`config.mk`:
```
export PLATFORM = sky130hd
export DESIGN_NAME = sdram_refresh_seq
export DESIGN_NICKNAME = d
export VERILOG_FILES = /design/src/rtl/sdr_ref_pkg.sv /design/src/rtl/refresh_ctrl_reg.sv /design/src/rtl/refresh_interval_timer.sv /design/src/rtl/selfref_sequencer.sv /design/src/rtl/sdram_refresh_seq.sv
export SDC_FILE = /design/constraint.sdc
export NUM_CORES = 1
export LEC_CHECK = 0
export BUFFER_PORTS_ARGS = -buffer_cell sky130_fd_sc_hd__buf_4
export CELL_PAD_IN_SITES_DETAIL_PLACEMENT = 1
export CELL_PAD_IN_SITES_GLOBAL_PLACEMENT = 1
export CORE_MARGIN = 10
export CORE_UTILIZATION = 42
export DETAILED_ROUTE_END_ITERATION = 10
export GPL_TIMING_DRIVEN = 0
export PLACE_DENSITY_LB_ADDON = 0.12
export SLEW_MARGIN = 20
export SYNTH_ARGS = -nofsm -noshare
export SYNTH_HDL_FRONTEND = slang
export SYNTH_SLANG_ARGS = --single-unit
```
`constraint.sdc`:
```
create_clock -name clk -period 4.3 [get_ports clk]
set_clock_uncertainty 0.05 [all_clocks]
set_input_delay 0 -clock clk [delete_from_list [all_inputs] [get_ports clk]]
set_output_delay 0 -clock clk [all_outputs]
set_load 0.03 [all_outputs]
```
`src/rtl/sdr_ref_pkg.sv`:
```
package sdr_ref_pkg;

  localparam int SEL_W      = 3;
  localparam int CODE_W     = 3;
  localparam int MAX_PERIOD = 1248;
  localparam int CNT_W      = $clog2(MAX_PERIOD + 1);

  localparam logic [CODE_W-1:0] CODE_ENTER = 3'b101;
  localparam logic [CODE_W-1:0] CODE_EXIT  = 3'b110;

  typedef enum logic [1:0] {
    RQ_REFRESH  = 2'b00,
    RQ_SR_ENTER = 2'b01,
    RQ_SR_EXIT  = 2'b10
  } req_kind_e;

  typedef enum logic [2:0] {
    ST_RUN,
    ST_ENTER,
    ST_SELF,
    ST_EXIT,
    ST_POST
  } seq_state_e;

  typedef struct packed {
    logic             auto_exit;
    logic [SEL_W-1:0] sel;
    logic             ar_en;
  } ctrl_t;

  function automatic logic [CNT_W-1:0] period_states(input logic [SEL_W-1:0] sel);
    logic [CNT_W-1:0] p;
    case (sel)
      3'd0:    p = CNT_W'(47);
      3'd1:    p = CNT_W'(78);
      3'd2:    p = CNT_W'(156);
      3'd3:    p = CNT_W'(312);
      3'd4:    p = CNT_W'(468);
      3'd5:    p = CNT_W'(624);
      3'd6:    p = CNT_W'(936);
      default: p = CNT_W'(1248);
    endcase
    return p;
  endfunction

endpackage

```
`src/rtl/refresh_ctrl_reg.sv`:
```
module refresh_ctrl_reg
  import sdr_ref_pkg::*;
#(
  parameter int          DATA_W    = 8,
  parameter logic [4:0]  RESET_VAL = 5'h10
) (
  input  logic              clk,
  input  logic              rst_n,
  input  logic              we,
  input  logic [DATA_W-1:0] wdata,
  output logic [DATA_W-1:0] rdata,
  output ctrl_t             ctrl
);

  localparam int FIELD_W = $bits(ctrl_t);

  ctrl_t ctrl_q;

  always_ff @(posedge clk) begin
    if (!rst_n) begin
      ctrl_q <= ctrl_t'(RESET_VAL);
    end else if (we) begin
      ctrl_q <= ctrl_t'(wdata[FIELD_W-1:0]);
    end
  end

  assign ctrl  = ctrl_q;
  assign rdata = {{(DATA_W-FIELD_W){1'b0}}, ctrl_q};

endmodule

```
`src/rtl/refresh_interval_timer.sv`:
```
module refresh_interval_timer #(
  parameter int             CNT_W      = 11,
  parameter logic [CNT_W-1:0] RESET_LOAD = 11'd46
) (
  input  logic             clk,
  input  logic             rst_n,
  input  logic [CNT_W-1:0] period,
  input  logic             run,
  input  logic             reload,
  output logic             tick
);

  logic [CNT_W-1:0] cnt_q;

  always_ff @(posedge clk) begin
    if (!rst_n) begin
      cnt_q <= RESET_LOAD;
    end else if (reload) begin
      cnt_q <= period - CNT_W'(1);
    end else if (run && cnt_q > CNT_W'(1)) begin
      cnt_q <= cnt_q - CNT_W'(1);
    end
  end

  assign tick = run && (cnt_q <= CNT_W'(1));

endmodule

```
`src/rtl/selfref_sequencer.sv`:
```
module selfref_sequencer
  import sdr_ref_pkg::*;
(
  input  logic              clk,
  input  logic              rst_n,
  input  ctrl_t             ctrl,
  input  logic              cmd_we,
  input  logic [CODE_W-1:0] cmd_wdata,
  output logic [CODE_W-1:0] cmd_rdata,
  input  logic              halt_release,
  input  logic              tick,
  output logic              timer_run,
  output logic              timer_reload,
  output logic              req_valid,
  input  logic              req_ready,
  output logic [1:0]        req_cmd,
  output logic              in_sr
);

  seq_state_e        state_q;
  logic              ref_pend_q;
  logic              ent_flag_q;
  logic [CODE_W-1:0] code_q;

  logic hs;
  logic entry_wr;
  logic exit_trig;

  assign hs        = req_valid && req_ready;
  assign entry_wr  = cmd_we && (cmd_wdata == CODE_ENTER);
  assign exit_trig = (cmd_we && (cmd_wdata == CODE_EXIT)) ||
                     (halt_release && ctrl.auto_exit);

  always_ff @(posedge clk) begin
    if (!rst_n) begin
      state_q    <= ST_RUN;
      ref_pend_q <= 1'b0;
      ent_flag_q <= 1'b0;
    end else begin
      case (state_q)
        ST_RUN: begin
          if (tick) begin
            ref_pend_q <= 1'b1;
          end else if (ref_pend_q && hs) begin
            ref_pend_q <= 1'b0;
          end
          if (ent_flag_q && !ref_pend_q) begin
            state_q    <= ST_ENTER;
            ent_flag_q <= 1'b0;
          end else if (entry_wr) begin
            ent_flag_q <= 1'b1;
          end
        end
        ST_ENTER: if (hs) state_q <= ST_SELF;
        ST_SELF:  if (exit_trig) state_q <= ST_EXIT;
        ST_EXIT:  if (hs) state_q <= ST_POST;
        ST_POST:  if (hs) state_q <= ST_RUN;
        default:  state_q <= ST_RUN;
      endcase
    end
  end

  always_ff @(posedge clk) begin
    if (!rst_n) begin
      code_q <= '0;
    end else if (state_q == ST_EXIT && hs) begin
      code_q <= '0;
    end else if (cmd_we) begin
      code_q <= cmd_wdata;
    end
  end

  always_comb begin
    req_valid = 1'b0;
    req_cmd   = RQ_REFRESH;
    case (state_q)
      ST_RUN:   req_valid = ref_pend_q;
      ST_ENTER: begin req_valid = 1'b1; req_cmd = RQ_SR_ENTER; end
      ST_EXIT:  begin req_valid = 1'b1; req_cmd = RQ_SR_EXIT;  end
      ST_POST:  req_valid = 1'b1;
      default:  req_valid = 1'b0;
    endcase
  end

  assign timer_run    = (state_q == ST_RUN) && ctrl.ar_en && !ent_flag_q && !ref_pend_q;
  assign timer_reload = hs && (((state_q == ST_RUN) && ref_pend_q) || (state_q == ST_POST));
  assign in_sr        = (state_q == ST_SELF) || (state_q == ST_EXIT);
  assign cmd_rdata    = code_q;

endmodule

```
`src/rtl/sdram_refresh_seq.sv`:
```
module sdram_refresh_seq
  import sdr_ref_pkg::*;
#(
  parameter int DATA_W = 8
) (
  input  logic              clk,
  input  logic              rst_n,
  input  logic              cfg_we,
  input  logic [DATA_W-1:0] cfg_wdata,
  output logic [DATA_W-1:0] cfg_rdata,
  input  logic              cmd_we,
  input  logic [2:0]        cmd_wdata,
  output logic [2:0]        cmd_rdata,
  input  logic              halt_release,
  output logic              req_valid,
  input  logic              req_ready,
  output logic [1:0]        req_cmd,
  output logic              in_self_refresh
);

  localparam logic [4:0]       CTRL_RESET = 5'h10;
  localparam logic [CNT_W-1:0] TMR_RESET  =
    period_states(CTRL_RESET[3:1]) - CNT_W'(1);

  ctrl_t            ctrl;
  logic [CNT_W-1:0] period;
  logic             tick;
  logic             timer_run;
  logic             timer_reload;

  refresh_ctrl_reg #(
    .DATA_W   (DATA_W),
    .RESET_VAL(CTRL_RESET)
  ) u_reg (
    .clk  (clk),
    .rst_n(rst_n),
    .we   (cfg_we),
    .wdata(cfg_wdata),
    .rdata(cfg_rdata),
    .ctrl (ctrl)
  );

  assign period = period_states(ctrl.sel);

  refresh_interval_timer #(
    .CNT_W     (CNT_W),
    .RESET_LOAD(TMR_RESET)
  ) u_tmr (
    .clk   (clk),
    .rst_n (rst_n),
    .period(period),
    .run   (timer_run),
    .reload(timer_reload),
    .tick  (tick)
  );

  selfref_sequencer u_seq (
    .clk         (clk),
    .rst_n       (rst_n),
    .ctrl        (ctrl),
    .cmd_we      (cmd_we),
    .cmd_wdata   (cmd_wdata),
    .cmd_rdata   (cmd_rdata),
    .halt_release(halt_release),
    .tick        (tick),
    .timer_run   (timer_run),
    .timer_reload(timer_reload),
    .req_valid   (req_valid),
    .req_ready   (req_ready),
    .req_cmd     (req_cmd),
    .in_sr       (in_self_refresh)
  );

endmodule

```
==> run metrics, run 1 <==
number of H-tree levels=1; TNS Setup=0 ns; # nets final=244; Final min period=2.51 ns; drt first pass iters=4; Seq cells post-synth=24; Slowest cell on crit path=nor4_1; reg2reg end=u_tmr.cnt_q[2]; first-pass GRT wire length=7.87 mm; worst setup path class=flop to flop; worst r2r src=u_tmr.cnt_q[3]; mapped cell area=1490 µm²; Max clock buf depth=2; Buffers on Ports=23; CP max FO=10; post-route clock period utilization=0.583; Buf/Inv on CP=2; Final setup viols=0; VDD IR-drop max=0.000136 V; total gr overflow=0; outcome=finished clean; Core Area=3390 µm²; Max Fclk=399 MHz; final wirelength=4.55 mm; area leader, netlist=dfxtp_1; synth cell count leaders=24 x dfxtp_1, 14 x clkbuf_1, 12 x nor2_1; dominant synthesized flop cell=dfxtp_1; pin count of the biggest net entering global routing=15; crit end category=flop; ys async rst share=0; Residual DRC=0; chip height=79.5 µm; Seq/Total Area, Yosys=0.323; clk sinks=24; crit-path max cell delay=0.58 ns; Startpoint Class=flop; vias in the first global route=1583; HP Start=cfg_we; max-slew violations=0; Area growth syn-to-layout=26.9%; Post-synth EDFFs=0; total power=0.609 mW; Unique masters post-synth=49; Initial Util=0.439; Worst path depth=6; crit path to=u_tmr.cnt_q[2]; Die W=79.5 µm; RePlAce Congestion=0.806; Gates resized, CTS repair=0; Worst Tran Pin Value=0.862 ns; fillers=405; R2R setup slack=1.79 ns; Final Cell Area=1890 µm²; # diodes=0; antenna violations before repair=0; maxcap violations=0; placed cell areas=1730 µm²; clk root buf=clkbuf_4; final hold vios=0; crit path from=u_tmr.cnt_q[3]; row count=21; Synth Area per Inst=8.18 µm²; CP top delay family=simple AND/OR/NAND/NOR gates; Leak=0.763 nW; clock slew at reported path FFs=0.14 ns; Hold Path Class=primary input to flop; synthesized netlist cell count=182; final antenna-violating net count=0; DR WL/cell=17.0 µm; drt via density=5.63; r2r worst-path depth=6; RSZ-0062 raised after global routing=false; crit path DAT=2.69 ns; CTS tree=done; share of cells above drive strength 1=0.176; Synth Warn #=0; Ports=32; P per Cell Area=322 nW/µm²; worst rel slew slack=0.421; Die ar.=6330 µm²; worst hold path depth=3; required time worst endpoint=4.48 ns; largest cells by area after synthesis=dfxtp_1 32%, mux2i_1 6.1%, or4_1 4.0%; cts bufs inserted=3; post-detail-place hpwl=3.32 mm; crit path cell chain=or4_1 -> buf_2 -> nor4_1 -> clkbuf_1 -> o2111ai_1 -> o211a_1; Total Routing Usage GR=0.151; 1st-iter DRT viols=77; Clock Latency Late Sink=0.32 ns; most frequent cell after synthesis=dfxtp_1; Yosys top cell area share=0.323; vias post-DR=1510
==> per-layer routing <==
metal / part of all wire / routed length, µm / track usage / vias to the layer above
li1: - / - / - / 749
met1: 0.45 / 2030 / 0.179 / 722
met2: 0.49 / 2250 / 0.265 / 31
met3: 0.046 / 210 / 0.0327 / 8
met4: 0.013 / 58 / 0.0412 / 0
met5: 0 / 0 / 0 / -
==> placed cells by master (no fill, tap or decap), drive strengths merged, types with 2 or more instances in the layout <==
cell type | Yosys | routed
nand2 | 11 | 11
nor2b | 2 | 2
inv | 9 | 9
o21ai | 8 | 8
ha | 3 | 3
a31oi | 7 | 7
maj3 | 2 | 2
o211a | 2 | 2
nand4 | 3 | 3
a31o | 2 | 2
nor3 | 5 | 5
nor2 | 12 | 12
dfxtp | 24 | 24
buf | 4 | 27
o31ai | 5 | 5
nor4 | 5 | 5
nand2b | 5 | 5
or3 | 4 | 4
and3 | 2 | 2
dlygate4sd3 | 0 | 11
o2111ai | 2 | 2
or4 | 9 | 9
nand3 | 7 | 7
conb | 1 | 3
a21oi | 4 | 4
mux2i | 9 | 9
xnor2 | 2 | 2
clkbuf | 14 | 17
==> kinds of logic (layout without fill, tap and decap cells) <==
| kind of cell | Yosys count | after routing | synth area share |
|---|---|---|---|
| flops | 24 | 24 | 0.323 |
| fa+ha+maj | 6 | 6 | 0.0521 |
| xor+xnor | 3 | 3 | 0.0177 |
| other cells | 1 | 3 | 0.00252 |
| compound gates | 41 | 41 | 0.198 |
| mux | 9 | 9 | 0.0605 |
| simple gates | 71 | 71 | 0.270 |
| buf+inv | 27 | 65 | 0.0765 |
==> power breakdown <==
group | switching (mW) | internal (mW) | leakage, nW
logic | 0.115 | 0.0778 | 0.540
registers | 0.0127 | 0.235 | 0.196
clock network | 0.0742 | 0.0943 | 0.0279
==> final cells by class <==
class,count,area [µm²],share of cell area
multi-input cells,133,902,0.477
flip-flops and latches,24,480,0.254
repair buffers,34,283,0.150
plain buffers,18,80.1,0.0424
inverters,9,33.8,0.0179
clock inverters,1,30.0,0.0159
clock buffers,3,22.5,0.0119
well taps,46,57.6,0.0305
==> sequential cells by signal, summed over array words and instances (netlist names) <==
name and cells:
u_seq.state_q 3, u_seq.ref_pend_q 1, u_seq.ent_flag_q 1, u_seq.cmd_rdata 3
u_reg.ctrl 5, u_tmr.cnt_q 11
==> what timing repair did <==
action	4_1_cts	5_1_grt
endpoints found under the hold margin	13	0
hold buffers	11	0
buffers inserted	0	0
==> metrics by stage <==
stage	cells	worst slack, ns	utilization	hold WS, ns
CTS	268	1.78	0.557	0.0393
global placement	253	1.96	0.509	0.170
finish	268	1.79	0.557	0.0437
detailed placement	253	1.82	0.509	0.190
global route	268	1.57	0.557	0.0736
floorplan	184	2.05	-	0.0786
==> worst register-to-register path, delay by kind of cell, from the launching register on <==
family                 cells  cell delay (ns)
and+or+nand+nor            2             1.07
buffers and inverters      2             0.58
DFF                        1             0.38
AOI/OAI and AO/OA          2             0.34
==> how the worst min path moves through the flow <==
stage | to | slack, ns
floorplan | u_reg.ctrl[4] | 0.08
global placement | u_reg.ctrl[4] | 0.17
detailed placement | u_reg.ctrl[4] | 0.19
CTS | u_reg.ctrl[4] | 0.04
global route | u_reg.ctrl[4] | 0.07
finish | u_reg.ctrl[4] | 0.04
Note: power is estimated with default switching activity, not from simulation.
==> run 2, diff against run 1 <==
Settings changed: CORE_UTILIZATION 42 to 35.
Clock period 4.3 ns to 2.1 ns, I/O delays scaled along.
==> run 2 against run 1 <==
  * The flow now finishes with violations (negative setup slack)
  * First-iteration DRC count is 19% lower
  * Clock power grew to 2.6 times the previous value
  * Critical path depth is 2 lower
  * Largest cell class unchanged
  * Sequential share of layout area is 0.80 points lower
  * Global-route usage is 1.8 points lower
  * Combinational power is 120% higher
  * Wire length is 8.4% higher
  * Cell area is 4.0% higher
  * Register-to-register slack worse by 1.8 ns
==> run metrics, run 2 (synthesis results as in run 1) <==
RSZ-0062 raised after global routing=true (was false); drt via density=5.62 (was 5.63); Buffers on Ports=23 (unchanged); Final setup viols=1 (was 0); Worst Tran Pin Value=0.622 ns (was 0.862 ns); RePlAce Congestion=0.804 (was 0.806); Die ar.=7260 µm² (was 6330 µm²); most common cell after layout, fill and taps aside=buf_4 (unchanged); Max Fclk=468 MHz (was 399 MHz); share of cells above drive strength 1=0.258 (was 0.176); DR WL/cell=18.2 µm (was 17.0 µm); row count=23 (was 21); post-route clock period utilization=1.02 (was 0.583); vias post-DR=1523 (was 1510); worst rel slew slack=0.582 (was 0.421); Hold Path Class=primary input to flop (unchanged); final antenna-violating net count=0 (unchanged); total gr overflow=0 (unchanged); Biggest register=u_tmr.cnt_q (unchanged); max reg flops=11 (unchanged); WHS=0.0250 ns (was 0.0437 ns); chip height=85.2 µm (was 79.5 µm); # nets final=243 (was 244); Area growth syn-to-layout=32.0% (was 26.9%); Final min period=2.14 ns (was 2.51 ns); post-route insts no fill=271 (was 268); CTS tree=done (unchanged); number of H-tree levels=1 (unchanged); outcome=finished with violations (was finished clean); most frequent cells in the layout=30 x buf_4, 21 x dfxtp_1, 12 x nor2_1 (was 26 x buf_4, 24 x dfxtp_1, 14 x clkbuf_1); Ports=32 (unchanged); clk sinks=24 (unchanged); # diodes=0 (unchanged); Residual DRC=0 (unchanged); failing checks=negative setup slack; Initial Util=0.367 (was 0.439); pin count of the biggest net entering global routing=15 (unchanged); Startpoint Class=flop (unchanged); placed cells=257 (was 253); clk root buf=clkbuf_8 (was clkbuf_4); post-detail-place hpwl=3.60 mm (was 3.32 mm); crit end category=flop (unchanged); Clock Latency Late Sink=0.28 ns (was 0.32 ns); first-pass GRT wire length=8.16 mm (was 7.87 mm); Buf/Inv on CP=0 (was 2); clock slew at reported path FFs=0.10 ns (was 0.14 ns); crit path cell chain=or4_4 -> or4_4 -> or4_4 -> a311oi_2 (was or4_1 -> buf_2 -> nor4_1 -> clkbuf_1 -> o2111ai_1 -> o211a_1); 1st-iter DRT viols=62 (was 77); final hold vios=0 (unchanged); crit path DAT=2.28 ns (was 2.69 ns); fillers=485 (was 405); final wirelength=4.93 mm (was 4.55 mm); Core Area=4060 µm² (was 3390 µm²); worst setup path class=flop to flop (unchanged); VDD IR-drop max=0.000259 V (was 0.000136 V); antenna violations before repair=0 (unchanged); CP max FO=3 (was 10); Die W=85.2 µm (was 79.5 µm); Max clock buf depth=2 (unchanged); vias in the first global route=1581 (was 1583); max-slew violations=0 (unchanged); required time worst endpoint=2.25 ns (was 4.48 ns); Total Routing Usage GR=0.133 (was 0.151); Slowest cell on crit path=or4_4 (was nor4_1); CP most frequent cell=or4_4; P per Cell Area=697 nW/µm² (was 322 nW/µm²); Leak=0.803 nW (was 0.763 nW); CP top delay family=simple AND/OR/NAND/NOR gates (unchanged); maxcap violations=0 (unchanged); crit-path max cell delay=0.56 ns (was 0.58 ns); setup ws final=-0.0383 ns (was 1.79 ns); cts bufs inserted=3 (unchanged); drt first pass iters=4 (unchanged)
run 2: routing by layer:
| layer | GRT usage | up-vias | wire (µm) |
|---|---|---|---|
| met5 | 0 | - | 0 |
| met2 | 0.223 | 29 | 2450 |
| met1 | 0.172 | 746 | 2270 |
| li1 | - | 746 | - |
| met3 | 0.0239 | 2 | 185 |
| met4 | 0.0269 | 0 | 17 |
run 2: area by class of cell:
type | instances | area, µm² | share of cell area
buffer | 16 | 87.6 | 0.0446
clock buffer | 3 | 41.3 | 0.0210
clock inverter | 1 | 30.0 | 0.0153
inverter | 9 | 33.8 | 0.0172
multi-input combinational | 133 | 943 | 0.480
sequential | 24 | 484 | 0.246
tap | 50 | 62.6 | 0.0318
timing repair buffer | 35 | 283 | 0.144
run 2: timing repair:
action,4_1_cts,5_1_grt
pin swaps,4,2
gates resized for setup,11,11
setup buffers,4,0
endpoints found under the hold margin,9,0
hold buffers,8,0
setup endpoints to repair,11,11
run 2: worst min-delay path: cells and delay by family:
kind / cells / cell delay, ns
simple gates: 1 / 0.10
buf+inv: 1 / 0.13
compound gates: 1 / 0.08
run 2: final timing paths:
path / start / endpoint / slack, ns / cells past startpoint
hold reg to reg: u_seq.cmd_rdata[0] / u_seq.cmd_rdata[0] / 0.46 / 2
setup reg to reg: u_tmr.cnt_q[2] / u_tmr.cnt_q[9] / -0.04 / 4
hold / removal: req_ready / u_seq.state_q[2] / 0.02 / 3
setup / recovery: u_tmr.cnt_q[2] / u_tmr.cnt_q[9] / -0.04 / 4
run 2: per-stage QoR:
stage / utilization / instance area [µm²] / TNS, ns / power, mW / setup WS [ns]
after global routing: 0.484 / 1970 / -0.555 / 1.43 / -0.121
after global placement: 0.428 / 1740 / -1.97 / 0.886 / -0.272
after floorplan: - / 1500 / -0.0391 / 0.773 / -0.0391
after detailed placement: 0.428 / 1740 / -2.47 / 0.902 / -0.330
after CTS: 0.481 / 1950 / -0.320 / 1.37 / -0.152
final: 0.484 / 1970 / -0.0383 / 1.37 / -0.0383
run 2: where the power goes:
part           internal, mW  switching [mW]
Clock                 0.255           0.174
Sequential            0.481          0.0321
Combinational         0.178           0.248
Total                 0.915           0.454
